==> src/rtl/sp2dp_pkg.sv <==
package sp2dp_pkg;
  localparam int unsigned SP_W      = 32;
  localparam int unsigned SP_EXP_W  = 8;
  localparam int unsigned SP_FRAC_W = 23;
  localparam int unsigned DP_W      = 64;
  localparam int unsigned DP_EXP_W  = 11;
  localparam int unsigned DP_FRAC_W = 52;
  localparam int unsigned PAD_W     = DP_FRAC_W - SP_FRAC_W;   // 29
  localparam int unsigned SP_BIAS   = 127;
  localparam int unsigned DP_BIAS   = 1023;
  localparam int unsigned SUB_TOP   = DP_BIAS - SP_BIAS;       // 896
  localparam int unsigned LZ_W      = $clog2(SP_FRAC_W + 1);

  typedef struct packed {
    logic norm;
    logic spec;
    logic sub;
  } cls_t;
endpackage

==> src/rtl/sp2dp_classify.sv <==
module sp2dp_classify
  import sp2dp_pkg::*;
(
  input  logic [SP_W-1:0] word_i,
  output cls_t            cls_o
);
  logic [SP_EXP_W-1:0]  exp_f;
  logic [SP_FRAC_W-1:0] frac_f;
  logic                 exp_zero, exp_ones, frac_zero;

  assign exp_f     = word_i[SP_W-2 -: SP_EXP_W];
  assign frac_f    = word_i[SP_FRAC_W-1:0];
  assign exp_zero  = (exp_f == '0);
  assign exp_ones  = (exp_f == '1);
  assign frac_zero = (frac_f == '0);

  always_comb begin
    cls_o.norm = !exp_zero && !exp_ones;
    cls_o.spec = exp_ones || (exp_zero && frac_zero);
    cls_o.sub  = exp_zero && !frac_zero;
  end
endmodule

==> src/rtl/sp2dp_lzc.sv <==
module sp2dp_lzc #(
  parameter int unsigned W  = 23,
  localparam int unsigned CW = $clog2(W + 1)
) (
  input  logic [W-1:0]  vec_i,
  output logic [CW-1:0] cnt_o
);
  // Higher set bits overwrite lower ones, so the topmost one wins.
  always_comb begin
    cnt_o = CW'(W);
    for (int i = 0; i < W; i++) begin
      if (vec_i[i]) cnt_o = CW'(W - 1 - i);
    end
  end
endmodule

==> src/rtl/sp2dp_format.sv <==
module sp2dp_format
  import sp2dp_pkg::*;
(
  input  logic [SP_W-1:0] word_i,
  input  cls_t            cls_i,
  input  logic [LZ_W-1:0] lz_i,
  output logic [DP_W-1:0] dword_o
);
  logic                 sgn, e_msb;
  logic [SP_FRAC_W-1:0] frac_f, sub_frac;
  logic [DP_EXP_W-1:0]  sub_exp;
  logic [LZ_W:0]        sh_amt;
  logic [DP_W-1:0]      splice_w, sub_w;

  assign sgn    = word_i[SP_W-1];
  assign e_msb  = word_i[SP_W-2];
  assign frac_f = word_i[SP_FRAC_W-1:0];
  assign sh_amt = {1'b0, lz_i} + 1'b1;

  always_comb begin
    sub_frac = frac_f << sh_amt;
    sub_exp  = DP_EXP_W'(SUB_TOP) - DP_EXP_W'(lz_i);
    sub_w    = {sgn, sub_exp, sub_frac, {PAD_W{1'b0}}};
    splice_w = {sgn, e_msb, {3{e_msb ^ cls_i.norm}},
                word_i[SP_W-3:0], {PAD_W{1'b0}}};
    dword_o  = cls_i.sub ? sub_w : splice_w;
  end
endmodule

==> src/rtl/sp_to_dp_widen.sv <==
module sp_to_dp_widen
  import sp2dp_pkg::*;
(
  input  logic            clk,
  input  logic            rst_n,
  input  logic            in_valid,
  input  logic [SP_W-1:0] in_word,
  output logic            out_valid,
  output logic [DP_W-1:0] out_dword
);
  logic [1:0]      rst_sync_q;
  logic            rst_int_n;
  cls_t            cls;
  logic [LZ_W-1:0] lz;
  logic [DP_W-1:0] dword_d, dword_q;
  logic            vld_d, vld_q;

  always_ff @(posedge clk or negedge rst_n) begin
    if (!rst_n) rst_sync_q <= 2'b00;
    else        rst_sync_q <= {rst_sync_q[0], 1'b1};
  end
  assign rst_int_n = rst_sync_q[1];

  sp2dp_classify i_classify (.word_i(in_word), .cls_o(cls));
  sp2dp_lzc #(.W(SP_FRAC_W)) i_lzc (.vec_i(in_word[SP_FRAC_W-1:0]), .cnt_o(lz));
  sp2dp_format i_format (.word_i(in_word), .cls_i(cls), .lz_i(lz), .dword_o(dword_d));

  always_comb vld_d = in_valid;

  always_ff @(posedge clk or negedge rst_int_n) begin
    if (!rst_int_n) vld_q <= 1'b0;
    else            vld_q <= vld_d;
  end

  always_ff @(posedge clk) begin
    if (in_valid) dword_q <= dword_d;
  end

  assign out_valid = vld_q;
  assign out_dword = dword_q;

  AST_ONE_CLASS: assert property (@(posedge clk) disable iff (!rst_int_n)
    $onehot({cls.norm, cls.spec, cls.sub}));
  AST_SUB_EXP_RANGE: assert property (@(posedge clk) disable iff (!rst_int_n)
    cls.sub |-> (dword_d[62:52] >= 11'd874 && dword_d[62:52] <= 11'd896));
  AST_SIGN_KEPT: assert property (@(posedge clk) disable iff (!rst_int_n)
    in_valid |=> out_dword[63] == $past(in_word[31]));
  AST_VALID_SET: assert property (@(posedge clk) disable iff (!rst_int_n)
    in_valid |=> out_valid);
  AST_VALID_CLR: assert property (@(posedge clk) disable iff (!rst_int_n)
    !in_valid |=> !out_valid);
  AST_HOLD: assert property (@(posedge clk) disable iff (!rst_int_n)
    !in_valid |=> $stable(out_dword));
  AST_LOW_ZERO: assert property (@(posedge clk) disable iff (!rst_int_n)
    out_valid |-> out_dword[28:0] == '0);
endmodule

==> config.mk <==
export PLATFORM = sky130hd
export DESIGN_NAME = sp_to_dp_widen
export DESIGN_NICKNAME = d
export VERILOG_FILES = /design/src/rtl/sp2dp_pkg.sv /design/src/rtl/sp2dp_classify.sv /design/src/rtl/sp2dp_lzc.sv /design/src/rtl/sp2dp_format.sv /design/src/rtl/sp_to_dp_widen.sv
export SDC_FILE = /design/constraint.sdc
export NUM_CORES = 1
export LEC_CHECK = 0
export BUFFER_PORTS_ARGS = -buffer_cell sky130_fd_sc_hd__buf_2
export CAP_MARGIN = 0
export CORE_ASPECT_RATIO = 0.75
export CORE_MARGIN = 3
export CORE_UTILIZATION = 48
export CTS_CLUSTER_SIZE = 10
export DETAILED_ROUTE_END_ITERATION = 12
export GPL_ROUTABILITY_DRIVEN = 1
export PLACE_DENSITY = 0.84
export SLEW_MARGIN = 0
export SYNTH_ARGS = -nofsm -noshare
export SYNTH_HDL_FRONTEND = slang
export SYNTH_SLANG_ARGS = --single-unit
==> constraint.sdc <==
create_clock -name clk -period 0.8 [get_ports clk]
set_input_delay 0.16 -clock clk [delete_from_list [all_inputs] [get_ports clk]]
set_output_delay 0.16 -clock clk [all_outputs]
set_load 0.05 [all_outputs]
-- After elaboration in Yosys (flattened, before gate mapping)
Cells that the tools add are included.
- add/sub/neg operators: 2
- equality and inequality tests: 1
- shift operators: 1
- mux-type cells: 24
- bitwise gates (word level): 1
- reductions and logical operators: 7
- operators with widths (cell ; number):
    $mux W5 ; 16
    $mux W63 ; 1
    $logic_not A23 Y1 ; 1
    $shl A23 B6 Y23 ; 1
    $mux W3 ; 4
    $sub A10 B5 Y11 const A ; 1
    $eq A8 B8 Y1 const B ; 1
    $logic_not A8 Y1 ; 1
    $add A5 B1 Y6 const B ; 1
    $mux W2 ; 2
    $logic_not A1 Y1 ; 3
    $logic_and A1 B1 Y1 ; 2
    $mux W1 ; 1
    $xor A1 B1 Y1 ; 1
- flip-flop bits (word level): 67
- output and inout port bits: 65
- word-level logic and storage cells: 39

-- Longest topological paths before layout
- word-level depth: 26
- mapped depth: 16
- gate-level depth less buffers: 14

-- By module
From an unflattened synthesis, not the netlist that was laid out.
- cells, all modules: 373
- area total of the unflattened synthesis: 4275.4 um^2
- by module, submodules not included (module ; times used ; cells an instance ; area an instance (um^2) ; seq. area each (um^2)):
    sp_to_dp_widen ; 1 ; 68 ; 2000.7 ; 1996.9
    sp2dp_format ; 1 ; 246 ; 1914.3 ; 0.0
    sp2dp_lzc ; 1 ; 42 ; 236.5 ; 0.0
    sp2dp_classify ; 1 ; 17 ; 123.9 ; 0.0

-- Worst setup path before layout
Ideal clock, no wire load.
- path type: input to register
- start: input in_word[18]
- end: register dword_q[51] (netlist: out_dword[51]) (data pin)
- arrival: 3.091 ns
- setup slack: -2.546 ns
- stages: 14
- cells stage by stage: clkbuf_1 -> or3_1 -> or2_2 -> nor2_2 -> a21oi_4 -> inv_4 -> buf_6 -> ha_1 -> xor2_1 -> buf_4 -> buf_2 -> mux2i_1 -> o21ai_0 -> o21a_1
- cells in the longest elaborated chain, start to end: 8
- elaborated cells between the ends (all ways): 11
- ends and longest elaborated chain (element ; RTL line ; source):
    start, declared ; sp_to_dp_widen.sv:7 ; input logic [SP_W-1:0] in_word,
    $mux W5 (5 in series) ; sp2dp_lzc.sv:12 ; if (vec_i[i]) cnt_o = CW'(W - 1 - i);
    $add A5 B1 Y6 ; sp2dp_format.sv:18 ; assign sh_amt = {1'b0, lz_i} + 1'b1;
    $shl A23 B6 Y23 ; sp2dp_format.sv:21 ; sub_frac = frac_f << sh_amt;
    $mux W63 * ; sp2dp_format.sv:26 ; dword_o = cls_i.sub ? sub_w : splice_w;
    net dword_d[51] ; sp_to_dp_widen.sv:15 ; logic [DP_W-1:0] dword_d, dword_q;
    end signal, assigned ; sp_to_dp_widen.sv:36 ; if (in_valid) dword_q <= dword_d;
    end, declared ; sp_to_dp_widen.sv:15 ;
The timed path passes the listed nets; every way through them passes the cells marked *.
A chain may end at the register's enable or synchronous reset.

-- Worst setup path after layout
- start: input in_word[2]
- end: register dword_q[39] (netlist: out_dword[39]) (data pin)
- cells in the longest elaborated chain, start to end: 24
- elaborated cells between the ends (all ways): 27
- ends and longest elaborated chain (element ; RTL line):
    $mux W2 ; sp2dp_lzc.sv:12
    $mux W3 (4 in series) ; sp2dp_lzc.sv:12
    $mux W5 (16 in series) ; sp2dp_lzc.sv:12
    $add A5 B1 Y6 ; sp2dp_format.sv:18
    $shl A23 B6 Y23 ; sp2dp_format.sv:21
    $mux W63 * ; sp2dp_format.sv:26
    net dword_d[39] ; sp_to_dp_widen.sv:15
Marked as above.

==> impl_metrics.env <==
export IMPL_status="finished, violations left"
export IMPL_violations="negative setup slack"
export IMPL_critPathCaptureType="register"
export IMPL_n_antenna_cell=0
export IMPL_met2_length_mm=7.32
export IMPL_setup_viol=68
export IMPL_cts_max_path_buffers=2
export IMPL_regArea_sq_mm=0.00110
export IMPL_critPathLaunchType="primary input"
export IMPL_period_needed_ps=2990
export IMPL_p_per_area_mw_per_mm2=1360
export IMPL_reg2reg_to="rst_sync_q[1]"
export IMPL_worst_endpoint_arrival_ps=3050
export IMPL_antenna_found_initial=0
export IMPL_synth_area_top_cells="edfxtp_1 29%, buf_4 7.2%, mux2i_1 6.4%"
export IMPL_worst_pin_slew_ps=498
export IMPL_clk_insertion_delay_late_ps=290
export IMPL_leakage_uw=0.00261
export IMPL_cts_tree="built"
export IMPL_placed_cells=650
export IMPL_fillers=312
export IMPL_grt_max_degree=24
export IMPL_cts_sinks=37
export IMPL_dr_wl_met3_mm=2.22
export IMPL_drv_cap=0
export IMPL_fp_dieW_microns=104
export IMPL_cts_clk_slew_worst_paths_ps=80
export IMPL_ios=100
export IMPL_cts_htree_levels=2
export IMPL_fp_dieArea_sq_mm=0.00828
export IMPL_drive_above_1_share_pct=56.3
export IMPL_syn_area_per_cell_sq_um=8.95
export IMPL_ys_seq_area_share_pct=31.7
export IMPL_layout_setup_ws_ps=-2190
export IMPL_hold_viol=0
export IMPL_drt_initial_drc_count=763
export IMPL_instances_no_fill=695
export IMPL_wirelength_mm=16.7
export IMPL_drt_pre_antenna_iters=7
export IMPL_cts_buffers_inserted=5
export IMPL_gp_congestion=1.02
export IMPL_area_growth_pct=73.8
export IMPL_synth_edf_count=34
export IMPL_final_common_cell="buf_4"
export IMPL_most_common_layout_cells="127 x buf_4, 68 x buf_6, 34 x edfxtp_1, 30 x conb_1, 29 x nand2_1"
export IMPL_final_setup_tns_ps=-64750
export IMPL_multi_input_area_sq_mm=0.00255
export IMPL_start_util_pct=50.2
export IMPL_wl_met1_mm=5.83
export IMPL_critPathKind="in2reg"
export IMPL_rrSetupSlack_ps=340
export IMPL_drv_slew=0
export IMPL_layout_nets=633
export IMPL_synth_area_leader_cell="edfxtp_1"
export IMPL_dpl_hpwl_mm=9.43
export IMPL_io_buffer_count=70
export IMPL_yosys_warnings=0
export IMPL_synth_area_sq_mm=0.00346
export IMPL_grt_pass1_vias=4023
export IMPL_routed_top_layer="met4"
export IMPL_synth_flop_cell="edfxtp_1"
export IMPL_wire_per_inst_microns=24.0
export IMPL_dpl_worst_slack_ps=-2470
export IMPL_drc_errors=0
export IMPL_worst_ep_required_time_ps=860
export IMPL_async_flop_share_pct=8.11
export IMPL_yosys_area_top_type_share_pct=29.5
export IMPL_ys_types=73
export IMPL_vias_per_cell=6.45
export IMPL_track_usage_pct=33.5
export IMPL_clock_fmax_mhz=334
export IMPL_ys_ff_latch=37
export IMPL_clock_root_buffer="clkbuf_8"
export IMPL_ant_nets=0
export IMPL_syn_inst=387
export IMPL_grt_pass1_wl_mm=21.6
export IMPL_vias=4480
export IMPL_maxSlewHeadroom_pct=66.0
export IMPL_r2r_start="rst_sync_q[0]"
export IMPL_die_height_microns=79.6
export IMPL_irDropWorstVdd_mv=0.739
export IMPL_finalClockSkew_ps=0.0762
export IMPL_worstPathMaxFanout=8
export IMPL_rows=26
export IMPL_post_route_util_pct=87.2
export IMPL_rsz0062_at_grt="true"
export IMPL_finalCritPeriodShare_pct=374
export IMPL_rr_worst_depth=0
export IMPL_grt_overflow_total=0
export IMPL_hp_class="reg2async"
export IMPL_fp_coreArea_sq_mm=0.00690
## layer usage
metal,vias to the layer above,GRT usage [%]
met2,462,54.7
li1,1815,-
met3,145,7.68
met4,0,13.3
met1,2058,43.4
met5,-,0
## logic make-up after synthesis
logic type | count (synthesis) | synth area share, %
buffers and inverters | 76 | 12.5
adder cells (fa/ha/maj) | 2 | 0.723
flip-flops | 37 | 31.7
multiplexers | 32 | 11.9
AND/OR/NAND/NOR | 125 | 17.9
other | 2 | 0.217
AO/OA/AOI/OAI | 108 | 23.0
XOR/XNOR | 5 | 2.02
## how the worst max path moves through the flow
stage / from / end / depth (start not counted)
4_1_cts: in_word[13] / out_dword[45] / 14
2_1_floorplan: in_word[13] / out_dword[45] / 14
6_report: in_word[2] / out_dword[39] / 15
3_3_place_gp: in_word[1] / out_dword[48] / 14
3_5_place_dp: in_word[1] / out_dword[50] / 16
5_1_grt: in_word[1] / out_dword[45] / 15
## report_power, final
| group | total, uW | switching, uW | internal [uW] |
|---|---|---|---|
| clock | 1320 | 717 | 602 |
| combinational | 4480 | 2570 | 1910 |
| sequential | 2370 | 81.3 | 2280 |
| total | 8170 | 3370 | 4800 |
## area by class of cell
cell class,instances,area share [%]
clock inverter,3,0.291
multi-input combinational,303,42.3
tap,98,2.04
sequential,37,18.2
timing repair buffer,234,34.8
clock buffer,5,1.14
inverter,15,1.14
## flip-flops by register name, summed over array words and instances (netlist names)
signal      count
out_valid       1
rst_sync_q      2
out_dword      34
## timing repair
| item | in CTS | in global routing |
|---|---|---|
| setup endpoints to repair | 68 | 68 |
| hold endpoints to repair | 2 | 0 |
| gates resized for setup | 173 | 43 |
| buffers inserted | 27 | 11 |
| hold buffers | 1 | 0 |
| gates cloned | 3 | 0 |
| pin swaps | 41 | 19 |
## synthesized netlist by cell type (all sizes together), types with 3 or more instances
library cell	n
buf	42
nand2	35
edfxtp	34
nor2	29
o21ai	25
mux2i	22
clkbuf	19
inv	15
nor3	12
a21oi	11
a211oi	9
nand3	9
nand2b	8
nor4	8
a21o	6
o22ai	6
mux2	5
mux4	5
nor2b	5
a221oi	4
a22oi	4
nor3b	4
o211ai	4
o21a	4
o21bai	4
o31ai	4
or3	4
a22o	3
and3	3
dfrtp	3
or2	3
or4	3
xnor2	3
## stage by stage
| stage | total power (uW) | area (sq um) | hold WS (ps) |
|---|---|---|---|
| 6_report | 8170 | 6020 | 4.65 |
| 5_1_grt | 8330 | 6020 | 8.29 |
| 4_1_cts | 7580 | 5740 | 4.07 |
| 3_5_place_dp | 5600 | 4760 | -52.8 |
| 3_3_place_gp | 5550 | 4760 | -54.8 |
| 2_1_floorplan | 4570 | 3750 | -136 |
## worst max-delay path, cell delays in order
cell,delay (ps)
buf_8,80
buf_6,150
nor2_1,120
a221oi_4,360
o21ai_2,130
a21oi_4,220
buf_6,140
inv_8,30
ha_4,180
xnor2_4,320
mux2i_1,270
mux2i_1,170
a21oi_1,360
o32ai_1,170
a21o_1,190
(Power assumes the default switching activity.)
